===== config.mk =====
export PLATFORM = sky130hd
export DESIGN_NAME = irq_regwin
export DESIGN_NICKNAME = d
export VERILOG_FILES = /design/src/rtl/irw_pkg.sv /design/src/rtl/irw_decode.sv /design/src/rtl/irw_entry.sv /design/src/rtl/irw_rdmux.sv /design/src/rtl/irq_regwin.sv
export SDC_FILE = /design/constraint.sdc
export NUM_CORES = 2
export LEC_CHECK = 0
export CAP_MARGIN = 20
export CORE_AREA = 8 8 644 646
export CTS_BUF_LIST = sky130_fd_sc_hd__clkbuf_8
export DETAILED_ROUTE_END_ITERATION = 12
export DIE_AREA = 0 0 652 654
export MAX_ROUTING_LAYER = met4
export PLACE_DENSITY_LB_ADDON = 0.08
export RECOVER_POWER = 25
export SLEW_MARGIN = 5
export SYNTH_ARGS = -nofsm -noshare
export SYNTH_HDL_FRONTEND = slang
export SYNTH_SLANG_ARGS = --single-unit

===== constraint.sdc =====
create_clock -name clk_i -period 5 [get_ports clk_i]
set_input_delay 0.75 -clock clk_i [delete_from_list [all_inputs] [get_ports clk_i]]
set_output_delay 0.75 -clock clk_i [all_outputs]
set_load 0.01 [all_outputs]

===== src/rtl/irw_pkg.sv =====
package irw_pkg;
  localparam logic [7:0] OFF_SEL = 8'h00;
  localparam logic [7:0] OFF_WIN = 8'h10;
  localparam logic [7:0] SEL_ID  = 8'h00;
  localparam logic [7:0] SEL_VER = 8'h01;
  localparam logic [7:0] SEL_ARB = 8'h02;
  localparam logic [7:0] SEL_TBL = 8'h10;
  localparam int RIRR_BIT = 14;
  localparam int MASK_BIT = 16;
  localparam logic [63:0] ENTRY_RST = 64'h0000_0000_0001_0000;

  typedef enum logic [2:0] {K_ID, K_VER, K_ARB, K_TBL, K_VOID} win_kind_e;
endpackage


===== src/rtl/irw_decode.sv =====
module irw_decode import irw_pkg::*; #(
  parameter int NUM_PINS = 24,
  parameter int ADDR_W   = 12,
  parameter int IDX_W    = 5
) (
  input  logic              valid_i,
  input  logic              write_i,
  input  logic [ADDR_W-1:0] addr_i,
  input  logic [3:0]        len_i,
  input  logic [31:0]       wdata_i,
  input  logic [7:0]        sel_i,
  output logic              off_sel_o,
  output logic              off_win_o,
  output logic              len_ok_o,
  output logic [31:0]       lane_o,
  output logic [31:0]       wdata_o,
  output win_kind_e         kind_o,
  output logic              hi_o,
  output logic [IDX_W-1:0]  idx_o,
  output logic              sel_we_o,
  output logic              id_we_o,
  output logic              tbl_we_o
);
  logic [7:0] off;
  logic [7:0] tbl_raw;
  logic       wr;
  logic       unused_bits;

  assign off       = addr_i[7:0];
  assign off_sel_o = (off == OFF_SEL);
  assign off_win_o = (off == OFF_WIN);

  always_comb begin
    len_ok_o = 1'b1;
    unique case (len_i)
      4'd1:       lane_o = 32'h0000_00ff;
      4'd2:       lane_o = 32'h0000_ffff;
      4'd4, 4'd8: lane_o = 32'hffff_ffff;
      default: begin lane_o = '0; len_ok_o = 1'b0; end
    endcase
  end
  assign wdata_o = wdata_i & lane_o;

  assign tbl_raw = (sel_i - SEL_TBL) >> 1;
  assign idx_o   = tbl_raw[IDX_W-1:0];
  assign hi_o    = sel_i[0];

  always_comb begin
    if (sel_i == SEL_ID)       kind_o = K_ID;
    else if (sel_i == SEL_VER) kind_o = K_VER;
    else if (sel_i == SEL_ARB) kind_o = K_ARB;
    else if (sel_i >= SEL_TBL && {24'b0, tbl_raw} < 32'(NUM_PINS)) kind_o = K_TBL;
    else                       kind_o = K_VOID;
  end

  assign wr       = valid_i & write_i & len_ok_o;
  assign sel_we_o = wr & off_sel_o;
  assign id_we_o  = wr & off_win_o & (kind_o == K_ID);
  assign tbl_we_o = wr & off_win_o & (kind_o == K_TBL);

  assign unused_bits = ^{tbl_raw, addr_i};
endmodule


===== src/rtl/irw_entry.sv =====
module irw_entry import irw_pkg::*; (
  input  logic        clk_i,
  input  logic        rst_ni,
  input  logic        we_lo_i,
  input  logic        we_hi_i,
  input  logic [31:0] wdata_i,
  input  logic        rirr_set_i,
  output logic [63:0] entry_o,
  output logic        mask_flip_o
);
  always_ff @(posedge clk_i or negedge rst_ni) begin
    if (!rst_ni) entry_o <= ENTRY_RST;
    else begin
      if (we_hi_i) entry_o[63:32] <= wdata_i;
      if (we_lo_i) begin
        entry_o[31:0]    <= wdata_i;
        entry_o[RIRR_BIT] <= 1'b0;  // status bit is hardware-owned
      end
      if (rirr_set_i) entry_o[RIRR_BIT] <= 1'b1;
    end
  end

  assign mask_flip_o = we_lo_i & (wdata_i[MASK_BIT] != entry_o[MASK_BIT]);

  assert_rirr_clear_R9: assert property (@(posedge clk_i) disable iff (!rst_ni)
    we_lo_i && !rirr_set_i |=> !entry_o[RIRR_BIT]);
  assert_rirr_set_R9: assert property (@(posedge clk_i) disable iff (!rst_ni)
    rirr_set_i |=> entry_o[RIRR_BIT]);
  assert_hi_keeps_lo_R6: assert property (@(posedge clk_i) disable iff (!rst_ni)
    we_hi_i && !we_lo_i && !rirr_set_i |=> $stable(entry_o[31:0]));
  assert_idle_hold_R7: assert property (@(posedge clk_i) disable iff (!rst_ni)
    !we_lo_i && !we_hi_i && !rirr_set_i |=> $stable(entry_o));
endmodule


===== src/rtl/irw_rdmux.sv =====
module irw_rdmux import irw_pkg::*; #(
  parameter int         NUM_PINS = 24,
  parameter logic [7:0] VERSION  = 8'h11
) (
  input  logic        off_sel_i,
  input  logic        off_win_i,
  input  logic        len_ok_i,
  input  logic [31:0] lane_i,
  input  win_kind_e   kind_i,
  input  logic        hi_i,
  input  logic [7:0]  sel_i,
  input  logic [3:0]  id_i,
  input  logic [63:0] entry_i,
  output logic [31:0] rdata_o
);
  logic [31:0] raw;

  always_comb begin
    raw = '0;
    if (off_sel_i) raw = {24'b0, sel_i};
    else if (off_win_i) begin
      unique case (kind_i)
        K_ID, K_ARB: raw = {4'b0, id_i, 24'b0};
        K_VER:       raw = {8'h00, 8'(NUM_PINS - 1), 8'h00, VERSION};
        K_TBL:       raw = hi_i ? entry_i[63:32] : entry_i[31:0];
        default:     raw = '1;
      endcase
    end
  end

  assign rdata_o = len_ok_i ? (raw & lane_i) : '0;
endmodule


===== src/rtl/irq_regwin.sv =====
module irq_regwin import irw_pkg::*; #(
  parameter int         NUM_PINS = 24,
  parameter int         ADDR_W   = 12,
  parameter logic [7:0] VERSION  = 8'h11,
  localparam int        IDX_W    = (NUM_PINS > 1) ? $clog2(NUM_PINS) : 1
) (
  input  logic                    clk_i,
  input  logic                    rst_ni,
  input  logic                    bus_valid_i,
  input  logic                    bus_write_i,
  input  logic [ADDR_W-1:0]       bus_addr_i,
  input  logic [3:0]              bus_len_i,
  input  logic [31:0]             bus_wdata_i,
  output logic [31:0]             bus_rdata_o,
  input  logic [NUM_PINS-1:0]     rirr_set_i,
  output logic [NUM_PINS*64-1:0]  table_o,
  output logic                    entry_wr_o,
  output logic [IDX_W-1:0]        entry_idx_o,
  output logic                    mask_chg_o
);
  logic [7:0]  sel_q;
  logic [3:0]  id_q;
  logic        off_sel, off_win, len_ok, hi;
  logic [31:0] lane, wdata_eff;
  win_kind_e   kind;
  logic [IDX_W-1:0] tbl_idx;
  logic        sel_we, id_we, tbl_we;
  logic [NUM_PINS-1:0] we_lo, we_hi, mask_flip;
  logic [63:0] ent [NUM_PINS];
  logic [63:0] entry_rd;

  irw_decode #(.NUM_PINS(NUM_PINS), .ADDR_W(ADDR_W), .IDX_W(IDX_W)) u_dec (
    .valid_i(bus_valid_i), .write_i(bus_write_i), .addr_i(bus_addr_i),
    .len_i(bus_len_i), .wdata_i(bus_wdata_i), .sel_i(sel_q),
    .off_sel_o(off_sel), .off_win_o(off_win), .len_ok_o(len_ok),
    .lane_o(lane), .wdata_o(wdata_eff), .kind_o(kind), .hi_o(hi),
    .idx_o(tbl_idx), .sel_we_o(sel_we), .id_we_o(id_we), .tbl_we_o(tbl_we));

  always_ff @(posedge clk_i or negedge rst_ni) begin
    if (!rst_ni) begin
      sel_q <= '0;
      id_q  <= '0;
    end else begin
      if (sel_we) sel_q <= wdata_eff[7:0];
      if (id_we)  id_q  <= wdata_eff[27:24];
    end
  end

  for (genvar g = 0; g < NUM_PINS; g++) begin : g_ent
    assign we_lo[g] = tbl_we & ~hi & (tbl_idx == IDX_W'(g));
    assign we_hi[g] = tbl_we &  hi & (tbl_idx == IDX_W'(g));
    irw_entry u_ent (
      .clk_i(clk_i), .rst_ni(rst_ni), .we_lo_i(we_lo[g]), .we_hi_i(we_hi[g]),
      .wdata_i(wdata_eff), .rirr_set_i(rirr_set_i[g]),
      .entry_o(ent[g]), .mask_flip_o(mask_flip[g]));
    assign table_o[g*64 +: 64] = ent[g];
  end

  always_comb begin
    entry_rd = '1;
    for (int i = 0; i < NUM_PINS; i++)
      if (tbl_idx == IDX_W'(i)) entry_rd = ent[i];
  end

  irw_rdmux #(.NUM_PINS(NUM_PINS), .VERSION(VERSION)) u_rd (
    .off_sel_i(off_sel), .off_win_i(off_win), .len_ok_i(len_ok), .lane_i(lane),
    .kind_i(kind), .hi_i(hi), .sel_i(sel_q), .id_i(id_q), .entry_i(entry_rd),
    .rdata_o(bus_rdata_o));

  always_ff @(posedge clk_i or negedge rst_ni) begin
    if (!rst_ni) begin
      entry_wr_o  <= 1'b0;
      entry_idx_o <= '0;
      mask_chg_o  <= 1'b0;
    end else begin
      entry_wr_o <= tbl_we;
      mask_chg_o <= |mask_flip;
      if (tbl_we) entry_idx_o <= tbl_idx;
    end
  end

  assert_sel_low_byte_R2: assert property (@(posedge clk_i) disable iff (!rst_ni)
    sel_we |=> (sel_q == $past(wdata_eff[7:0])));
  assert_single_entry_R6: assert property (@(posedge clk_i) disable iff (!rst_ni)
    $onehot0(we_lo | we_hi));
  assert_no_void_strobe_R7: assert property (@(posedge clk_i) disable iff (!rst_ni)
    bus_valid_i && bus_write_i && off_win && kind == K_VOID |=> !entry_wr_o);
  assert_mask_with_strobe_R10: assert property (@(posedge clk_i) disable iff (!rst_ni)
    mask_chg_o |-> entry_wr_o);
  assert_strobe_follows_R10: assert property (@(posedge clk_i) disable iff (!rst_ni)
    tbl_we |=> entry_wr_o && entry_idx_o == $past(tbl_idx));
endmodule


# Word-level counts from Yosys, hierarchy flattened
# Index checks and enable logic that the tools add are counted.
[classes] add_sub_neg=1 mul=0 div_mod_pow=0 order_cmp=2 eq_ne=57 shift=0 mux=83 n_bitwise=83 n_reduce_logical=33
[ops] cell="64-bit two-way mux" n=24
[ops] cell="15-bit two-way mux" n=24
[ops] cell="32-bit one-hot mux with 3 select lines" n=2
[ops] cell="32-bit two-way mux" n=4
[ops] cell="1-bit AND" n=80
[ops] cell="32-bit AND" n=2
[ops] cell="2-bit nonzero test" n=24
[ops] cell="5-bit by 4-bit equality test with 1-bit output, second input constant" n=8
[ops] cell="5-bit equality test, second input constant" n=8
[ops] cell="1-bit two-way mux" n=25
[ops] cell="1-bit != test" n=24
[ops] cell="24-bit OR reduction" n=1
[ops] cell="5-bit by 3-bit equality test with 1-bit output, second input constant" n=4
[ops] cell="8-bit zero test" n=2
[ops] cell="3-bit two-way mux" n=4
[ops] cell="5-bit by 2-bit equality test with 1-bit output, second input constant" n=2
[ops] cell="8-bit by 1-bit equality test with 1-bit output, second input constant" n=1
[ops] cell="8-bit by 2-bit equality test with 1-bit output, second input constant" n=1
[ops] cell="8-bit by 5-bit equality test with 1-bit output, second input constant" n=1
[ops] cell="8-bit by 5-bit greater-or-equal comparator with 1-bit output, second input constant" n=1
[ops] cell="8-bit by 5-bit subtractor with 8-bit output, second input constant" n=1
[ops] cell="7-bit by 5-bit less-than comparator with 1-bit output, second input constant" n=1
[ops] cell="3-bit by 2-bit equality test with 1-bit output, second input constant" n=2
[ops] cell="5-bit by 1-bit equality test with 1-bit output, second input constant" n=1
[ops] cell="other kinds (11)" n=12
[totals] ff_bits=1555 latch_bits=0 ram_bits=0 rom_bits=0 in_bits=76 output_inout_bits=1575 mem_count=0

# Depth between registers and ports, before layout
[depth] depth_word=32 ltp_mapped=18 mapped_depth_nobuf=10

# Hierarchy
# Synthesis repeated with hierarchy kept, for this count alone.
[unflattened] hier_cells=5979 area_unflattened_um2=81898.5
[by_module_without_submodules] module="irw_entry" instances=24 cells_each=139 area_per_inst_um2=2700.1 seq_area_each_um2=1602.8
[by_module_without_submodules] module="irq_regwin" instances=1 cells_each=2401 area_per_inst_um2=15402.3 seq_area_each_um2=475.5
[by_module_without_submodules] module="irw_rdmux" instances=1 cells_each=133 area_per_inst_um2=965.9 seq_area_each_um2=0.0
[by_module_without_submodules] module="irw_decode" instances=1 cells_each=109 area_per_inst_um2=728.2 seq_area_each_um2=0.0

# Worst setup path before layout
# Ideal clock, no wire load.
[synth_timing] kind="register to output" start="reg sel_q[4]" end="out bus_rdata_o[27]" t_arrival_ns=3.257 required_ns=4.250 setup_slack_ns=0.993 path_stages_with_launch=18 path_buffers=7 cell_sequence="dfrtp_1 -> buf_4 -> buf_6 -> buf_4 -> clkinv_1 -> ha_1 -> buf_2 -> nor2b_1 -> buf_2 -> nand2_1 -> buf_2 -> buf_2 -> o22ai_1 -> nor3_1 -> a21oi_1 -> o31ai_1 -> a21oi_1 -> a211oi_1"
[synth_via] elab_chain_cells=32 word_cells_on_any_way=70 classes_between="add/sub: 1; order compare: 2; eq/ne: 28; mux: 33; bitwise: 1; reduce/logical: 5"
[synth_rtl] element="start: declaration" line="irq_regwin.sv:21" source="logic [7:0] sel_q;"
[synth_rtl] element="start signal: assignment" line="irq_regwin.sv:44" source="if (sel_we) sel_q <= wdata_eff[7:0];"
[synth_rtl] element="8-bit by 5-bit subtractor with 8-bit output *" line="irw_decode.sv:44" source="assign tbl_raw = (sel_i - SEL_TBL) >> 1;"
[synth_rtl] element="via tbl_idx[3]" line="irq_regwin.sv:26" source="logic [IDX_W-1:0] tbl_idx;"
[synth_rtl] element="5-bit zero test" line="irq_regwin.sv:62" source="if (tbl_idx == IDX_W'(i)) entry_rd = ent[i];"
[synth_rtl] element="64-bit two-way mux (24 in series)" line="irq_regwin.sv:62"
[synth_rtl] element="32-bit two-way mux" line="irw_rdmux.sv:25" source="K_TBL: raw = hi_i ? entry_i[63:32] : entry_i[31:0];"
[synth_rtl] element="32-bit one-hot mux with 3 select lines *" line="irw_rdmux.sv:22" source="unique case (kind_i)"
[synth_rtl] element="32-bit two-way mux *" line="irw_rdmux.sv:21" source="else if (off_win_i) begin"
[synth_rtl] element="32-bit two-way mux *" line="irw_rdmux.sv:20" source="if (off_sel_i) raw = {24'b0, sel_i};"
[synth_rtl] element="32-bit AND *" line="irw_rdmux.sv:31" source="assign rdata_o = len_ok_i ? (raw & lane_i) : '0;"
[synth_rtl] element="32-bit two-way mux *" line="irw_rdmux.sv:31"
[synth_rtl] element="end: declaration" line="irq_regwin.sv:14" source="output logic [31:0] bus_rdata_o,"
# Mark *: on every way through the listed nets, which the timed path passes. The rest lies on a longest branch.

# Worst setup path after layout
[layout_timing] start="reg sel_q[4]" end="out bus_rdata_o[3]"
# Same word-level chain as after synthesis.

==> summary.md <==
| Metric | Value |
|---|---|
| Worst Path Required | `4250 ps` |
| Number of clock sinks | `1555` |
| Setup Slack @ Placement | `-691.3 ps` |
| Fill cell count | `43270` |
| Critical path buffers and inverters | `8` |
| Crit. Startpoint | `sel_q[4]` |
| DRT antenna net count | `0` |
| Max Cap Viol | `1` |
| TritonCTS clock tree | `yes` |
| Final HPWL DP | `~500000 um` |
| Num CTS Buffers | `about 330` |
| Relative slew slack | `-1.800` |
| Largest net degree at the start of global routing | `124` |
| Core ar. | `404600 um2` |
| Ys flop type | `dfrtp_1` |
| Global-route wire length before repair | `833900 um` |
| Nets@finish | `9681` |
| Startpoint Class | `flop` |
| WS Path Type | `flop to output port` |
| Setup violators final | `32` |
| Fmax achieved | `0.1828 GHz` |
| Leakage | `about 46 nW` |
| Gpl congestion | `0.9178` |
| Hold crit path type | `primary input to flop` |
| Core Util, Final | `0.2697` |
| Max H-tree Level | `5` |
| Worst-margin pin slew | `4200 ps` |
| Most frequent cells in the layout | `o21ai_0 (1674), nand2_1 (1650), clkdlybuf4s50_1 (1613)` |
| Final Hold Vio Count | `0` |
| Rows | `between 200 and 250` |
| Commonest non-fill, non-tap cell in the layout | `o21ai_0` |
| Area Growth Syn to Fin | `61.92%` |
| Number of enable flip-flop cells after synthesis | `0` |
| Worst Path Max Fanout | `6` |
| Register Area | `a little under 40000 um2` |
| Sequential area share after synthesis | `0.5779` |
| Avg Cell Area, Syn | `9.198 um2` |
| DR WL met3 | `50010 um` |
| Cells on worst reg2reg path | `14` |
| Outcome | `finished, violations left` |
| Yosys Warn Count | `0` |
| CTS clk-pin slew, worst paths | `~60 ps` |
| CP arrival | `4720 ps` |
| Routed vias | `73270` |
| Top sig layer | `met4` |
| Share of post-route cells with drive strength above 1 | `0.2155` |
| R2R Setup Slk | `600 ps` |
| Overall Global Routing Usage | `0.3075` |
| Ys async rst share | `1.000` |
| Met1 Routed Length | `268100 um` |
| Design area | `approximately 110000 um2` |
| Slack of the critical path | `-470.9 ps` |
| CP cell instances | `clkinv_4, ha_4, buf_12, and2_4, buf_12, nand2_8, buf_12, buf_12, o221ai_4, nor4_4, buf_4, a221oi_4, or3_4, a311oi_2, buf_4, buf_12` |
| Die width | `~650 um` |
| Peak supply drop | `0.0001783 V` |
| RSZ-0062 raised after global routing | `yes` |
| Power per Cell Area | `roughly 260 nW/um2` |
| Die Y | `about 650 um` |
| Drt pass-1 iters | `7` |
| Tcrit/Tclk final | `1.094` |
| Cell Area, Placed | `96560 um2` |
| Failing checks | `max-capacitance violations, max-slew violations, negative setup slack` |
| Area of the multi-input gates | `30110 um2` |
| DRT iter0 DRCs | `7197` |
| Routed WL | `667100 um` |
| Syn_nets | `7404` |
| Register bit total from synthesis | `~1600` |
| Total grt overflow | `0` |
| Number of unique standard cell types used by synthesis | `84` |
| R2r endpoint | `mask_chg_o` |
| Post-layout min period | `5471 ps` |
| Hold Crit Depth | `2` |
| Skew final | `61.09 ps` |
| Number of global-route vias before repair | `71170` |
| # DRC | `0` |
| CP Capture Type | `output port` |
| Io pins | `1651` |
| Initial antenna violation count | `between 60 and 70` |
| Starting Density | `0.1665` |
| Synth Instances | `about 7300` |
| Clock tree root buffer cell | `clkbuf_8` |
| Reg2reg start | `sel_q[4]` |
| Vias per cell | `~4.8` |
| Die area | `approximately 430000 um2` |
| Met2 wire length | `309800 um` |
| Syn Std Cell Area | `67390 um2` |
| Clk_lat worst skew | `1110 ps` |
| Post-DR wirelength/cell | `43.61 um` |
| Hold path start | `rirr_set_i[23]` |
| Hold EP | `g_ent[23].u_ent.entry_o[14]` |
| Non-Filler Instances | `around 15000` |
| # port buffers | `1646` |
| Slowest cell on the critical path | `nor4_4` |
| Post-Place Cells | `14540` |
| Slew Limit Fails | `90` |
| Crit-path leading delay family | `simple AND/OR/NAND/NOR gates` |
| Crit-path max cell delay | `540 ps` |
| Most used cell, CP | `buf_12` |
| Max Buffers Root-to-Sink | `4` |
-- worst max path at each step --
stage / endpoint / slack, ps / depth (start not counted)
detailed placement: bus_rdata_o[23] / -690 / 15
finish: bus_rdata_o[3] / -470 / 16
CTS: bus_rdata_o[3] / -560 / 16
global route: bus_rdata_o[3] / -550 / 16
floorplan: bus_rdata_o[27] / 990 / 17
global placement: bus_rdata_o[15] / -900 / 15
-- Yosys cell counts (25+ instances only) --
| cell type | count | area, um2 |
|---|---|---|
| o221ai_1 | 52 | 455.4 |
| a31oi_1 | 25 | 156.4 |
| o22ai_1 | 292 | 1827 |
| a211oi_1 | 31 | 232.7 |
| a21oi_1 | 173 | 865.8 |
| o211ai_1 | 29 | 217.7 |
| nor3_1 | 92 | 460.4 |
| nand2_1 | 1752 | 6576 |
| o21ai_0 | 1723 | 8623 |
| a21o_1 | 35 | 262.8 |
| nor2_1 | 216 | 810.8 |
| buf_2 | 123 | 615.6 |
| dfrtp_1 | 1531 | 38310 |
| clkbuf_1 | 518 | 1944 |
| mux2i_1 | 32 | 320.3 |
| or3_1 | 28 | 175.2 |
| nor4_1 | 47 | 294.0 |
| a22oi_1 | 107 | 803.3 |
| a221oi_1 | 51 | 446.7 |
| nand3_1 | 62 | 310.3 |
-- layer usage --
| metal | GRT usage | vias to the layer above |
|---|---|---|
| met3 | 0.08018 | 920 |
| met2 | 0.4937 | 3419 |
| met5 | - | - |
| li1 | - | 30550 |
| met4 | 0.1371 | 0 |
| met1 | 0.3627 | 38380 |
-- power by group --
group	internal, mW	total, mW	switching (mW)
Combinational	0.370	1.55	1.18
Clock	7.39	14.2	6.79
Sequential	12.6	12.6	0.00483
-- cell families (layout without fill, tap and decap cells) --
| kind of cell | after synthesis | after routing | share of synthesized area |
|---|---|---|---|
| AO/OA/AOI/OAI | 2685 | 2685 | 0.2277 |
| XOR/XNOR | 5 | 5 | 0.0006498 |
| adder cells (fa/ha/maj) | 2 | 2 | 0.0003713 |
| buffers and inverters | 698 | 3199 | 0.04256 |
| flip-flops | 1555 | 1555 | 0.5779 |
| multiplexers | 53 | 53 | 0.008931 |
| other | 0 | 40 | 0 |
| AND/OR/NAND/NOR | 2328 | 2328 | 0.1419 |
-- worst register-to-register path: stages (launching register included) --
cell and delay [ps]:
dfrtp_4 460, clkinv_4 70, ha_4 420, buf_6 180, or2_2 180, buf_6 160, buf_12 160, nor2_4 70
buf_4 160, a222oi_1 580, nand4_1 380, a221oi_1 470, o21ai_0 240, a311oi_1 530, o22ai_1 190
-- final cells by class --
type | instances | area share
timing repair buffer | 2622 | 0.2447
antenna | 40 | 0.0009174
clock inverter | 157 | 0.007683
sequential | 1555 | 0.3571
clock buffer | 402 | 0.05071
multi-input combinational | 5073 | 0.2759
inverter | 18 | 0.0007110
tap | 5428 | 0.06224
-- timing repair --
item | 4_1_cts | 5_1_grt
resized for setup | 828 | 237
hold buffers | 1 | 0
pin swaps | 164 | 141
cloned | 4 | 1
setup buffers | 142 | 59
endpoints found under the setup margin | 32 | 32
hold endpoints to repair | 64 | 0
-- state kept, by name, indices dropped and copies added (netlist names) --
register / count
mask_chg_o: 1
g_ent.u_ent.entry_o: 1536
entry_wr_o: 1
sel_q: 8
entry_idx_o: 5
id_q: 4
-- through the flow --
stage	hold WS [ps]	TNS [ps]	power (mW)
global placement	487.7	-11420	14.30
global route	191.0	-72930	29.22
finish	231.2	-9718	28.34
detailed placement	492.9	-8677	14.31
floorplan	454.4	0	13.14
CTS	134.1	-13740	28.70
(Power assumes the default switching activity.)
